`src/rtl/soft_comm_pkg.sv`:
```
package soft_comm_pkg;

  typedef enum logic [1:0] {
    LEG_OFF = 2'd0,
    LEG_HI  = 2'd1,
    LEG_LO  = 2'd2
  } leg_cmd_e;

  typedef enum logic [2:0] {
    TP_HARD = 3'd0,
    TP_GAP  = 3'd1,
    TP_RISE = 3'd2,
    TP_RUN  = 3'd3,
    TP_FALL = 3'd4
  } taper_st_e;

  localparam int unsigned LVL_W = 4;
  localparam logic [LVL_W-1:0] LVL_FULL = 4'd8;
  localparam logic [LVL_W-1:0] LVL_TOP  = 4'd7;

endpackage

```
`src/rtl/hall_timer.sv`:
```
module hall_timer #(
  parameter int unsigned CNT_W = 24
) (
  input  logic             clk,
  input  logic             rst,
  input  logic             hall_in,
  output logic             phase,
  output logic             edge_p,
  output logic             seen,
  output logic [CNT_W-1:0] elapsed,
  output logic [CNT_W-1:0] period
);

  localparam logic [CNT_W-1:0] CNT_MAX = '1;

  logic hall_s;

  // phase change detected one cycle after sampling
  assign edge_p = hall_s ^ phase;

  always_ff @(posedge clk) begin
    if (rst) begin
      hall_s  <= 1'b0;
      phase   <= 1'b0;
      elapsed <= '0;
      period  <= '0;
      seen    <= 1'b0;
    end else begin
      hall_s <= hall_in;
      if (edge_p) begin
        phase   <= hall_s;
        period  <= elapsed;
        elapsed <= '0;
        seen    <= 1'b1;
      end else if (elapsed != CNT_MAX) begin
        elapsed <= elapsed + 1'b1;
      end
    end
  end

endmodule

```
`src/rtl/taper_seq.sv`:
```
module taper_seq
  import soft_comm_pkg::*;
#(
  parameter int unsigned CNT_W   = 24,
  parameter int unsigned GAP_CYC = 75000
) (
  input  logic             clk,
  input  logic             rst,
  input  logic             edge_p,
  input  logic             seen,
  input  logic [CNT_W-1:0] elapsed,
  input  logic [CNT_W-1:0] period,
  output logic [LVL_W-1:0] level
);

  localparam int unsigned GAP_W = $clog2(GAP_CYC + 1);
  localparam logic [GAP_W-1:0] GAP_LAST = GAP_W'(GAP_CYC - 1);

  taper_st_e        st;
  logic [CNT_W-1:0] sub;
  logic [GAP_W-1:0] gap_cnt;

  logic [CNT_W+1:0] prod3;
  logic [CNT_W-1:0] window;
  logic [CNT_W-1:0] step_raw;
  logic [CNT_W-1:0] step;
  logic [CNT_W-1:0] fall_start;
  logic             step_done;

  // window = 3/16 of the half-period, step = 1/8 of the window
  always_comb begin
    prod3      = {2'b00, period} + {1'b0, period, 1'b0};
    window     = CNT_W'(prod3 >> 4);
    step_raw   = window >> 3;
    step       = (step_raw == '0) ? CNT_W'(1) : step_raw;
    fall_start = period - window;
    step_done  = (sub == step - CNT_W'(1));
  end

  always_ff @(posedge clk) begin
    if (rst) begin
      st      <= TP_HARD;
      level   <= LVL_FULL;
      sub     <= '0;
      gap_cnt <= '0;
    end else if (edge_p) begin
      sub     <= '0;
      gap_cnt <= '0;
      if (seen) begin
        st    <= TP_GAP;
        level <= '0;
      end else begin
        st    <= TP_HARD;
        level <= LVL_FULL;
      end
    end else begin
      unique case (st)
        TP_GAP: begin
          if (gap_cnt == GAP_LAST) begin
            st    <= TP_RISE;
            level <= 4'd1;
            sub   <= '0;
          end else begin
            gap_cnt <= gap_cnt + 1'b1;
          end
        end
        TP_RISE, TP_RUN: begin
          if (elapsed >= fall_start) begin
            st    <= TP_FALL;
            sub   <= '0;
            level <= (level == '0) ? '0 : level - 1'b1;
          end else if (st == TP_RISE) begin
            if (step_done) begin
              sub <= '0;
              if (level >= LVL_TOP) begin
                level <= LVL_FULL;
                st    <= TP_RUN;
              end else begin
                level <= level + 1'b1;
              end
            end else begin
              sub <= sub + 1'b1;
            end
          end
        end
        TP_FALL: begin
          if (step_done) begin
            sub <= '0;
            if (level != '0) level <= level - 1'b1;
          end else begin
            sub <= sub + 1'b1;
          end
        end
        default: level <= LVL_FULL;
      endcase
    end
  end

endmodule

```
`src/rtl/duty_gate.sv`:
```
module duty_gate
  import soft_comm_pkg::*;
#(
  parameter int unsigned PW_W = 12
) (
  input  logic             clk,
  input  logic             rst,
  input  logic             pwm_drive,
  input  logic [LVL_W-1:0] level,
  output logic             drive
);

  localparam logic [PW_W-1:0] PW_MAX = '1;

  logic [PW_W-1:0]   pulse_cnt;
  logic [PW_W-1:0]   hi_len;
  logic [PW_W+3:0]   prod;
  logic [PW_W-1:0]   lim;

  always_ff @(posedge clk) begin
    if (rst) begin
      pulse_cnt <= '0;
      hi_len    <= '0;
    end else if (pwm_drive) begin
      if (pulse_cnt != PW_MAX) pulse_cnt <= pulse_cnt + 1'b1;
    end else begin
      if (pulse_cnt != '0) hi_len <= pulse_cnt;
      pulse_cnt <= '0;
    end
  end

  // allowed drive cycles = previous pulse length * level / 8
  always_comb begin
    prod  = (PW_W + 4)'(hi_len) * (PW_W + 4)'(level);
    lim   = PW_W'(prod >> 3);
    drive = pwm_drive & ((level >= LVL_FULL) | (pulse_cnt < lim));
  end

endmodule

```
`src/rtl/leg_driver.sv`:
```
module leg_driver
  import soft_comm_pkg::*;
#(
  parameter int unsigned DEAD_CYC = 2
) (
  input  logic     clk,
  input  logic     rst,
  input  leg_cmd_e cmd,
  output logic     hi,
  output logic     lo
);

  localparam int unsigned DW = $clog2(DEAD_CYC + 1);
  localparam logic [DW-1:0] DEAD_LIM = DW'(DEAD_CYC);

  logic [DW-1:0] off_cnt;
  logic          off_ok;

  assign off_ok = (off_cnt == DEAD_LIM);

  always_ff @(posedge clk) begin
    if (rst) begin
      hi      <= 1'b0;
      lo      <= 1'b0;
      off_cnt <= '0;
    end else begin
      if (hi | lo) off_cnt <= '0;
      else if (!off_ok) off_cnt <= off_cnt + 1'b1;
      unique case (cmd)
        LEG_HI: begin
          lo <= 1'b0;
          hi <= hi | (!lo & off_ok);
        end
        LEG_LO: begin
          hi <= 1'b0;
          lo <= lo | (!hi & off_ok);
        end
        default: begin
          hi <= 1'b0;
          lo <= 1'b0;
        end
      endcase
    end
  end

endmodule

```
`src/rtl/soft_comm.sv`:
```
module soft_comm
  import soft_comm_pkg::*;
#(
  parameter int unsigned CNT_W    = 24,
  parameter int unsigned GAP_CYC  = 75000,
  parameter int unsigned DEAD_CYC = 2,
  parameter int unsigned PW_W     = 12
) (
  input  logic clk,
  input  logic rst,
  input  logic hall_in,
  input  logic pwm_drive,
  input  logic hs_enable,
  output logic leg1_hi,
  output logic leg1_lo,
  output logic leg2_hi,
  output logic leg2_lo,
  output logic fg
);

  localparam int unsigned NLEG = 2;

  logic             phase;
  logic             edge_p;
  logic             seen;
  logic [CNT_W-1:0] elapsed;
  logic [CNT_W-1:0] period;
  logic [LVL_W-1:0] level;
  logic             drive;
  leg_cmd_e         pwm_cmd;
  leg_cmd_e         cmd [NLEG];
  logic             leg_hi [NLEG];
  logic             leg_lo [NLEG];

  hall_timer #(.CNT_W(CNT_W)) u_timer (
    .clk     (clk),
    .rst     (rst),
    .hall_in (hall_in),
    .phase   (phase),
    .edge_p  (edge_p),
    .seen    (seen),
    .elapsed (elapsed),
    .period  (period)
  );

  taper_seq #(.CNT_W(CNT_W), .GAP_CYC(GAP_CYC)) u_taper (
    .clk     (clk),
    .rst     (rst),
    .edge_p  (edge_p),
    .seen    (seen),
    .elapsed (elapsed),
    .period  (period),
    .level   (level)
  );

  duty_gate #(.PW_W(PW_W)) u_gate (
    .clk       (clk),
    .rst       (rst),
    .pwm_drive (pwm_drive),
    .level     (level),
    .drive     (drive)
  );

  always_comb begin
    if (!drive)         pwm_cmd = LEG_LO;
    else if (hs_enable) pwm_cmd = LEG_HI;
    else                pwm_cmd = LEG_OFF;
    cmd[0] = phase ? pwm_cmd : LEG_LO;
    cmd[1] = phase ? LEG_LO  : pwm_cmd;
  end

  for (genvar g = 0; g < NLEG; g++) begin : g_leg
    leg_driver #(.DEAD_CYC(DEAD_CYC)) u_leg (
      .clk (clk),
      .rst (rst),
      .cmd (cmd[g]),
      .hi  (leg_hi[g]),
      .lo  (leg_lo[g])
    );
  end

  assign leg1_hi = leg_hi[0];
  assign leg1_lo = leg_lo[0];
  assign leg2_hi = leg_hi[1];
  assign leg2_lo = leg_lo[1];
  assign fg      = phase;

endmodule

```
`config.mk`:
```
export PLATFORM = sky130hd
export DESIGN_NAME = soft_comm
export DESIGN_NICKNAME = d
export VERILOG_FILES = /design/src/rtl/soft_comm_pkg.sv /design/src/rtl/hall_timer.sv /design/src/rtl/taper_seq.sv /design/src/rtl/duty_gate.sv /design/src/rtl/leg_driver.sv /design/src/rtl/soft_comm.sv
export SDC_FILE = /design/constraint.sdc
export NUM_CORES = 1
export LEC_CHECK = 0
export BUFFER_PORTS_ARGS = -buffer_cell sky130_fd_sc_hd__buf_2
export CAP_MARGIN = 40
export CORE_ASPECT_RATIO = 1.5
export CORE_MARGIN = 8
export CORE_UTILIZATION = 45
export CTS_CLUSTER_DIAMETER = 100
export DETAILED_ROUTE_END_ITERATION = 6
export PLACE_DENSITY = 0.62
export SYNTH_ARGS = -nofsm -noshare
export SYNTH_HDL_FRONTEND = slang
export SYNTH_SLANG_ARGS = --single-unit
```
`constraint.sdc`:
```
create_clock -name clk -period 8.9 [get_ports clk]
set_input_delay 1.78 -clock clk [delete_from_list [all_inputs] [get_ports clk]]
set_output_delay 1.78 -clock clk [all_outputs]
set_load 0.02 [all_outputs]
```
==> results of run 1 <==
[cell usage in the layout (no fill, tap or decap), drive strengths merged, types with 5 or more instances in the layout]
cell	n
nor3b	18
o21a	16
a2111oi	7
and3	32
xor2	53
o211ai	13
xnor2	64
a211oi	10
nand2b	15
a21o	39
clkinv	5
and2	21
o21bai	6
nand3b	8
nor3	40
ha	102
a21oi	94
nor2b	22
clkbuf	20
or2	12
o21ai	60
buf	19
maj3	7
nand3	45
fa	21
nor4	15
mux2i	20
dfxtp	131
nand4	25
a31oi	10
inv	69
nand2	152
o31ai	6
o211a	5
nor2	134
or3	19
[sequential cells by signal, summed over array words and instances, names as in the netlist]
name                 count
u_gate.pulse_cnt        12
u_taper.sub             24
u_gate.hi_len           12
u_taper.st               3
u_timer.seen             1
u_timer.hall_s           1
u_taper.gap_cnt         17
u_timer.elapsed         24
u_taper.level            4
u_timer.phase            1
u_timer.period          24
g_leg.u_leg.off_cnt      4
g_leg.u_leg.lo           2
g_leg.u_leg.hi           2
[final timing paths]
path,startpoint,endpoint
max,u_timer.period[4]$_SDFFE_PP0N_,u_taper.sub[5]$_SDFFE_PP0P_
min,u_taper.gap_cnt[1]$_SDFFE_PP0P_,u_taper.gap_cnt[1]$_SDFFE_PP0P_
max reg2reg,u_timer.period[4]$_SDFFE_PP0N_,u_taper.sub[5]$_SDFFE_PP0P_
min reg2reg,u_taper.gap_cnt[1]$_SDFFE_PP0P_,u_taper.gap_cnt[1]$_SDFFE_PP0P_
[critical path: cells and delay by family, from the launching register on]
kind                       cells  cell delay [ns]
buffers and inverters          1             0.11
and+or+nand+nor               10             1.77
AOI/OAI and AO/OA             13             3.09
DFF                            1             0.34
adders and majority gates      9             2.93
[what timing repair did]
item / in CTS / in global routing
resized for setup: 0 / 2
setup buffers: 0 / 0
endpoints found under the setup margin: 0 / 13
[final cells by class]
class                   instances  area, sq um  area share (%)
inverters                      67          253            2.09
well taps                     324          405            3.36
repair buffers                 19          144            1.19
flip-flops and latches        131         2620            21.7
clock inverters                12          120           0.995
multi-input cells            1151         8070            66.8
clock buffers                  20          467            3.86
[synthesized netlist by cell type (24+ instances only)]
library cell / number
nand2_1: 151
nor2_1: 134
dfxtp_1: 131
ha_1: 102
a21oi_1: 91
inv_1: 64
xnor2_1: 63
xor2_1: 53
nand3_1: 43
nor3_1: 40
a21o_1: 39
o21ai_0: 38
clkbuf_1: 35
and3_1: 32
nand4_1: 24
[power by group through the flow]
stage | clock network [mW] | registers [mW] | logic (mW)
after floorplan | 0 | 0.631 | 0.136
final | 0.699 | 0.624 | 0.184
after detailed placement | 0 | 0.637 | 0.184
after global placement | 0 | 0.636 | 0.180
after CTS | 0.721 | 0.624 | 0.185
after global routing | 0.742 | 0.626 | 0.210
[logic make-up after synthesis]
group | Yosys count
compound gates | 311
xor+xnor | 118
fa+ha+maj | 130
buf+inv | 115
flops | 131
mux | 24
simple gates | 568
[stage by stage]
step	cells	instance area (sq um)	total power [mW]	utilization, %
finish	1724	12100	1.51	49.6
global route	1724	12100	1.58	49.6
CTS	1724	12100	1.53	49.6
detailed placement	1692	11500	0.820	47.1
global placement	1691	11500	0.816	47.0
floorplan	1397	11100	0.767	-
[routing by layer]
layer	GRT usage, %	vias to the layer above
met3	2.64	60
met4	9.37	0
li1	-	4956
met2	32.2	129
met5	0	-
met1	20.3	4549
==> reports/qor.yml, run 1 <==
outcome:
  outcome: "finished, final reports clean"
sta:
  fmax_mhz: 120
  finClkSkew_ns: 0.0126
  finalSetupViolCount: 0
  slew_headroom_pct: 47.4
  min_period_ns: 8.34
  period_share_pct: 93.7
  finalHoldViolCount: 0
  setup_slack_ns: 0.557
  fin_tns_setup_ns: 0
  grt_setup_unrepaired: "no"
  fin_hold_ws_ns: 0.481
  worstMarginPinSlew_ns: 0.782
  drv_slew: 0
cts:
  tritoncts: "built"
  htree_levels: 4
  clockBufferDepth: 2
  cts_hold_buf: 0
  cts-root-buf: "clkbuf_16"
  clk_latency_ns: 0.43
  clkTransAtPathRegs_ns: 0.06
  cts.sinks: 131
  numCtsBuffers: 17
synthesis:
  yosysTopAreaCellShare_pct: 23.6
  ys.flop_type: "dfxtp_1"
  ys_warn_count: 0
  syn-cell-area_sq_um: 11100
  synthSimpleGateAreaFrac_pct: 25.5
  synth_cell_types: 92
  synth_seq_cells: 131
  synth_top_family_by_area: "simple AND/OR/NAND/NOR gates"
  synth_mux_area_share_pct: 2.24
  synth_edf_count: 0
  avgSynthCellArea_sq_um: 7.95
  synth-compound-area-share_pct: 19.1
  synth.top_cells.by_area: "dfxtp_1 (24%), ha_1 (11%), nand2_1 (5.1%)"
  ys_seq_area_share_pct: 23.6
  yosys.area.top_type: "dfxtp_1"
  synthAdderAreaFrac_pct: 16.0
  synth-async-reset-ratio_pct: 0
  synthCells: 1397
  synth_nets: 1525
  synthXorXnorAreaFrac_pct: 9.50
global_route:
  grt.total_usage_pct: 18.1
  antenna_found_initial: 0
  grt_pass1_wl_microns: 44600
  grt_pass1_vias: 9479
  grt-ovfl-total: 0
  grt_max_degree: 49
floorplan:
  core_region_area_sq_um: 24300
  io_pins: 10
  initial_core_util_pct: 45.6
  chipHeight_microns: 208
  die_width_microns: 144
  die-area_sq_um: 30100
  row_count: 70
placed_design:
  gp_congestion: 0.886
  dpl_worst_slack_ns: 0.481
  dpl.hpwl_microns: 20500
  portBuffers: 9
cells_and_area:
  syn_to_final_growth_pct: 8.77
  n_antenna_cell: 0
  nNetsFinal: 1515
  fillers: 2463
  drive_gt1_share_pct: 7.29
power_and_ir_drop:
  seq_power_share_pct: 41.4
  p_clk_share_pct: 46.4
  ir_worst_vdd_uv: 141
  switchingPower_uw: 420
  powerDensity_nw_per_um2: 125
  p_sw_share_pct: 27.9
  comb_power_share_pct: 12.2
  cellLeakagePower_nw: 5.08
  internal_power_mw: 1.09
routing:
  vias: 9694
  vias_per_cell: 5.62
  drtIter0Drc: 412
  routed_wl_microns: 26200
  wl_met1_microns: 11200
  first_pass_iters: 5
  routed.top_layer: "met4"
  wl_met3_microns: 605
  dr_wl_met2_microns: 13300
  drc_errors: 0
  ant_nets: 0
  wl_per_cell_microns: 15.2
hold_path:
  hold_depth: 2
  hold_path.class: "register to register"
setup_path:
  slowest_delay_ns: 0.39
  critPathMaxFanout: 7
  arrival_ns: 8.67
  cpMostUsedCell: "maj3_2"
  r2r_slack_ns: 0.56
  crit_path_start_kind: "register"
  crit_path_end_kind: "register"
  cp_slowest_cell: "ha_1"
  critPathKind: "register to register"
  cp_data_required_time_ns: 9.22
  rr_worst_depth: 33
job:
  drv_cap: 0
Power figures use the tool's default switching activity.
==> run 2: changes to the inputs <==
--- a/config.mk
+++ b/config.mk
@@ -10,6 +10,7 @@
 export CORE_ASPECT_RATIO = 1.5
 export CORE_MARGIN = 8
 export CORE_UTILIZATION = 45
+export CTS_BUF_LIST = sky130_fd_sc_hd__clkbuf_8
 export CTS_CLUSTER_DIAMETER = 100
 export DETAILED_ROUTE_END_ITERATION = 6
 export PLACE_DENSITY = 0.62
==> run 2 against run 1 <==
Clock power fell by 27%. Power decreased by 13%. Final area decreased by 1.6%. Core utilization down 0.79 points. Clock-buffer cell count unchanged. Global-route usage did not move. Highest routed layer unchanged.
==> reports/qor.yml, run 2 (synthesis results as in run 1) <==
outcome:
  outcome: "finished, final reports clean"
power_and_ir_drop:
  seq_power_share_pct: 47.2
  p_clk_share_pct: 38.8
  internal_power_uw: 922
  p_sw_share_pct: 30.0
  powerDensity_nw_per_um2: 111
  comb_power_share_pct: 14.0
  ir_worst_vdd_uv: 124
  switchingPower_uw: 395
  cellLeakagePower_nw: 4.99
placed_design:
  portBuffers: 9
  dpl.hpwl_microns: 20500
  placed_area_sq_um: 11500
  dpl_worst_slack_ns: 0.481
  gp_congestion: 0.886
setup_path:
  slowest_delay_ns: 0.39
  arrival_ns: 8.73
  crit_path_start_kind: "register"
  critPathMaxFanout: 7
  cp_slowest_cell: "ha_1"
  crit_path_end_kind: "register"
  critPathBufInv: 1
  crit_family: "compound AO/OA/AOI/OAI gates"
  cp-endpoint: "u_taper.sub[5]$_SDFFE_PP0P_"
  cp_data_required_time_ns: 9.26
  crit_cells: 33
  r2r_slack_ns: 0.53
  rr_endpoint: "u_taper.sub[5]$_SDFFE_PP0P_"
  critPathKind: "register to register"
  rr_worst_depth: 33
  crit_start: "u_timer.period[4]$_SDFFE_PP0N_"
  reg2reg_from: "u_timer.period[4]$_SDFFE_PP0N_"
  cpMostUsedCell: "maj3_2"
cts:
  cts.sinks: 131
  clk_latency_ns: 0.47
  htree_levels: 4
  cts-root-buf: "clkbuf_8"
  tritoncts: "built"
  clockBufferDepth: 2
  numCtsBuffers: 17
  clkTransAtPathRegs_ns: 0.09
  cts_hold_buf: 0
floorplan:
  row_count: 70
  die_width_microns: 144
  initial_core_util_pct: 45.6
  core_region_area_sq_um: 24300
  chipHeight_microns: 208
  die-area_sq_um: 30100
  io_pins: 10
routing:
  vias: 9674
  first_pass_iters: 5
  vias_per_cell: 5.61
  wl_per_cell_microns: 15.2
  drc_errors: 0
  drtIter0Drc: 442
  routed_wl_microns: 26200
  ant_nets: 0
sta:
  grt_setup_unrepaired: "no"
  fin_hold_ws_ns: 0.483
  finalSetupViolCount: 0
  period_share_pct: 94.0
  finalHoldViolCount: 0
  finClkSkew_ns: 0.0139
  worstMarginPinSlew_ns: 0.773
  fmax_mhz: 120
  min_period_ns: 8.37
  fin_tns_setup_ns: 0
  drv_slew: 0
  slew_headroom_pct: 48.1
  setup_slack_ns: 0.533
hold_path:
  min_from: "u_taper.gap_cnt[1]$_SDFFE_PP0P_"
  hold_path.class: "register to register"
cells_and_area:
  largestRegisters: "u_taper.sub (24), u_timer.elapsed (24), u_timer.period (24)"
  final_common_cell: "nand2_1"
  syn_to_final_growth_pct: 7.04
  nNetsFinal: 1515
  final_cell_mix: "nand2_1 (151), nor2_1 (134), dfxtp_1 (131), ha_1 (102), a21oi_1 (91)"
  finalInstanceArea_sq_um: 11900
  drive_gt1_share_pct: 7.29
  n_antenna_cell: 0
global_route:
  grt.total_usage_pct: 18.1
  antenna_found_initial: 0
  grt_max_degree: 49
  grt_pass1_vias: 9462
  grt_pass1_wl_microns: 44500
  grt-ovfl-total: 0
job:
  drv_cap: 0
[run 2: changes by cell type in the layout (fill, tap and decap cells not counted)]
cell       change
clkbuf_16     -17
clkbuf_8      +17
[run 2: area by class of cell]
cell class	count	area, sq um
Sequential cell	131	2620
Timing Repair Buffer	19	144
Inverter	67	253
Multi-Input combinational cell	1151	8070
Tap cell	324	405
Clock inverter	12	120
Fill cell	2495	12500
Clock buffer	20	275
[run 2: what timing repair did]
action                     4_1_cts  5_1_grt
setup endpoints to repair        0       16
resized for setup                0        2
buffers inserted                 0        0
[run 2: worst min-delay path by stage]
stage / end / slack (ns) / cells after the start
after floorplan: u_timer.period[0]$_SDFFE_PP0N_ / 0.45 / 2
after detailed placement: u_taper.gap_cnt[1]$_SDFFE_PP0P_ / 0.47 / 2
after global placement: u_taper.gap_cnt[1]$_SDFFE_PP0P_ / 0.46 / 2
after global routing: u_taper.gap_cnt[1]$_SDFFE_PP0P_ / 0.52 / 2
after CTS: u_taper.gap_cnt[1]$_SDFFE_PP0P_ / 0.49 / 2
final: u_taper.gap_cnt[1]$_SDFFE_PP0P_ / 0.48 / 2
[run 2: power by group through the flow]
stage | clock, mW | sequential (mW) | combinational [mW]
6_report | 0.511 | 0.623 | 0.184
5_1_grt | 0.554 | 0.626 | 0.210
4_1_cts | 0.532 | 0.623 | 0.185
3_5_place_dp | 0 | 0.637 | 0.184
3_3_place_gp | 0 | 0.636 | 0.180
2_1_floorplan | 0 | 0.631 | 0.136
[run 2: metrics by stage]
step	utilization, %	power [mW]	instances
floorplan	-	0.767	1397
global placement	47.0	0.816	1691
detailed placement	47.1	0.820	1692
CTS	48.8	1.34	1724
global route	48.8	1.39	1724
finish	48.8	1.32	1724
[run 2: per-layer routing]
| layer | up-vias | wire length [microns] | GRT usage (%) |
|---|---|---|---|
| met1 | 4567 | 11400 | 20.2 |
| met2 | 107 | 13400 | 32.5 |
| met4 | 0 | 905 | 8.57 |
| li1 | 4948 | - | - |
| met3 | 52 | 477 | 2.82 |
| met5 | - | 0 | 0 |
[run 2: worst min-delay path, delay by kind of cell, from the launching register on]
kind / cells / cell delay, ns
AOI/OAI and AO/OA: 1 / 0.05
and+or+nand+nor: 1 / 0.06
DFF: 1 / 0.33
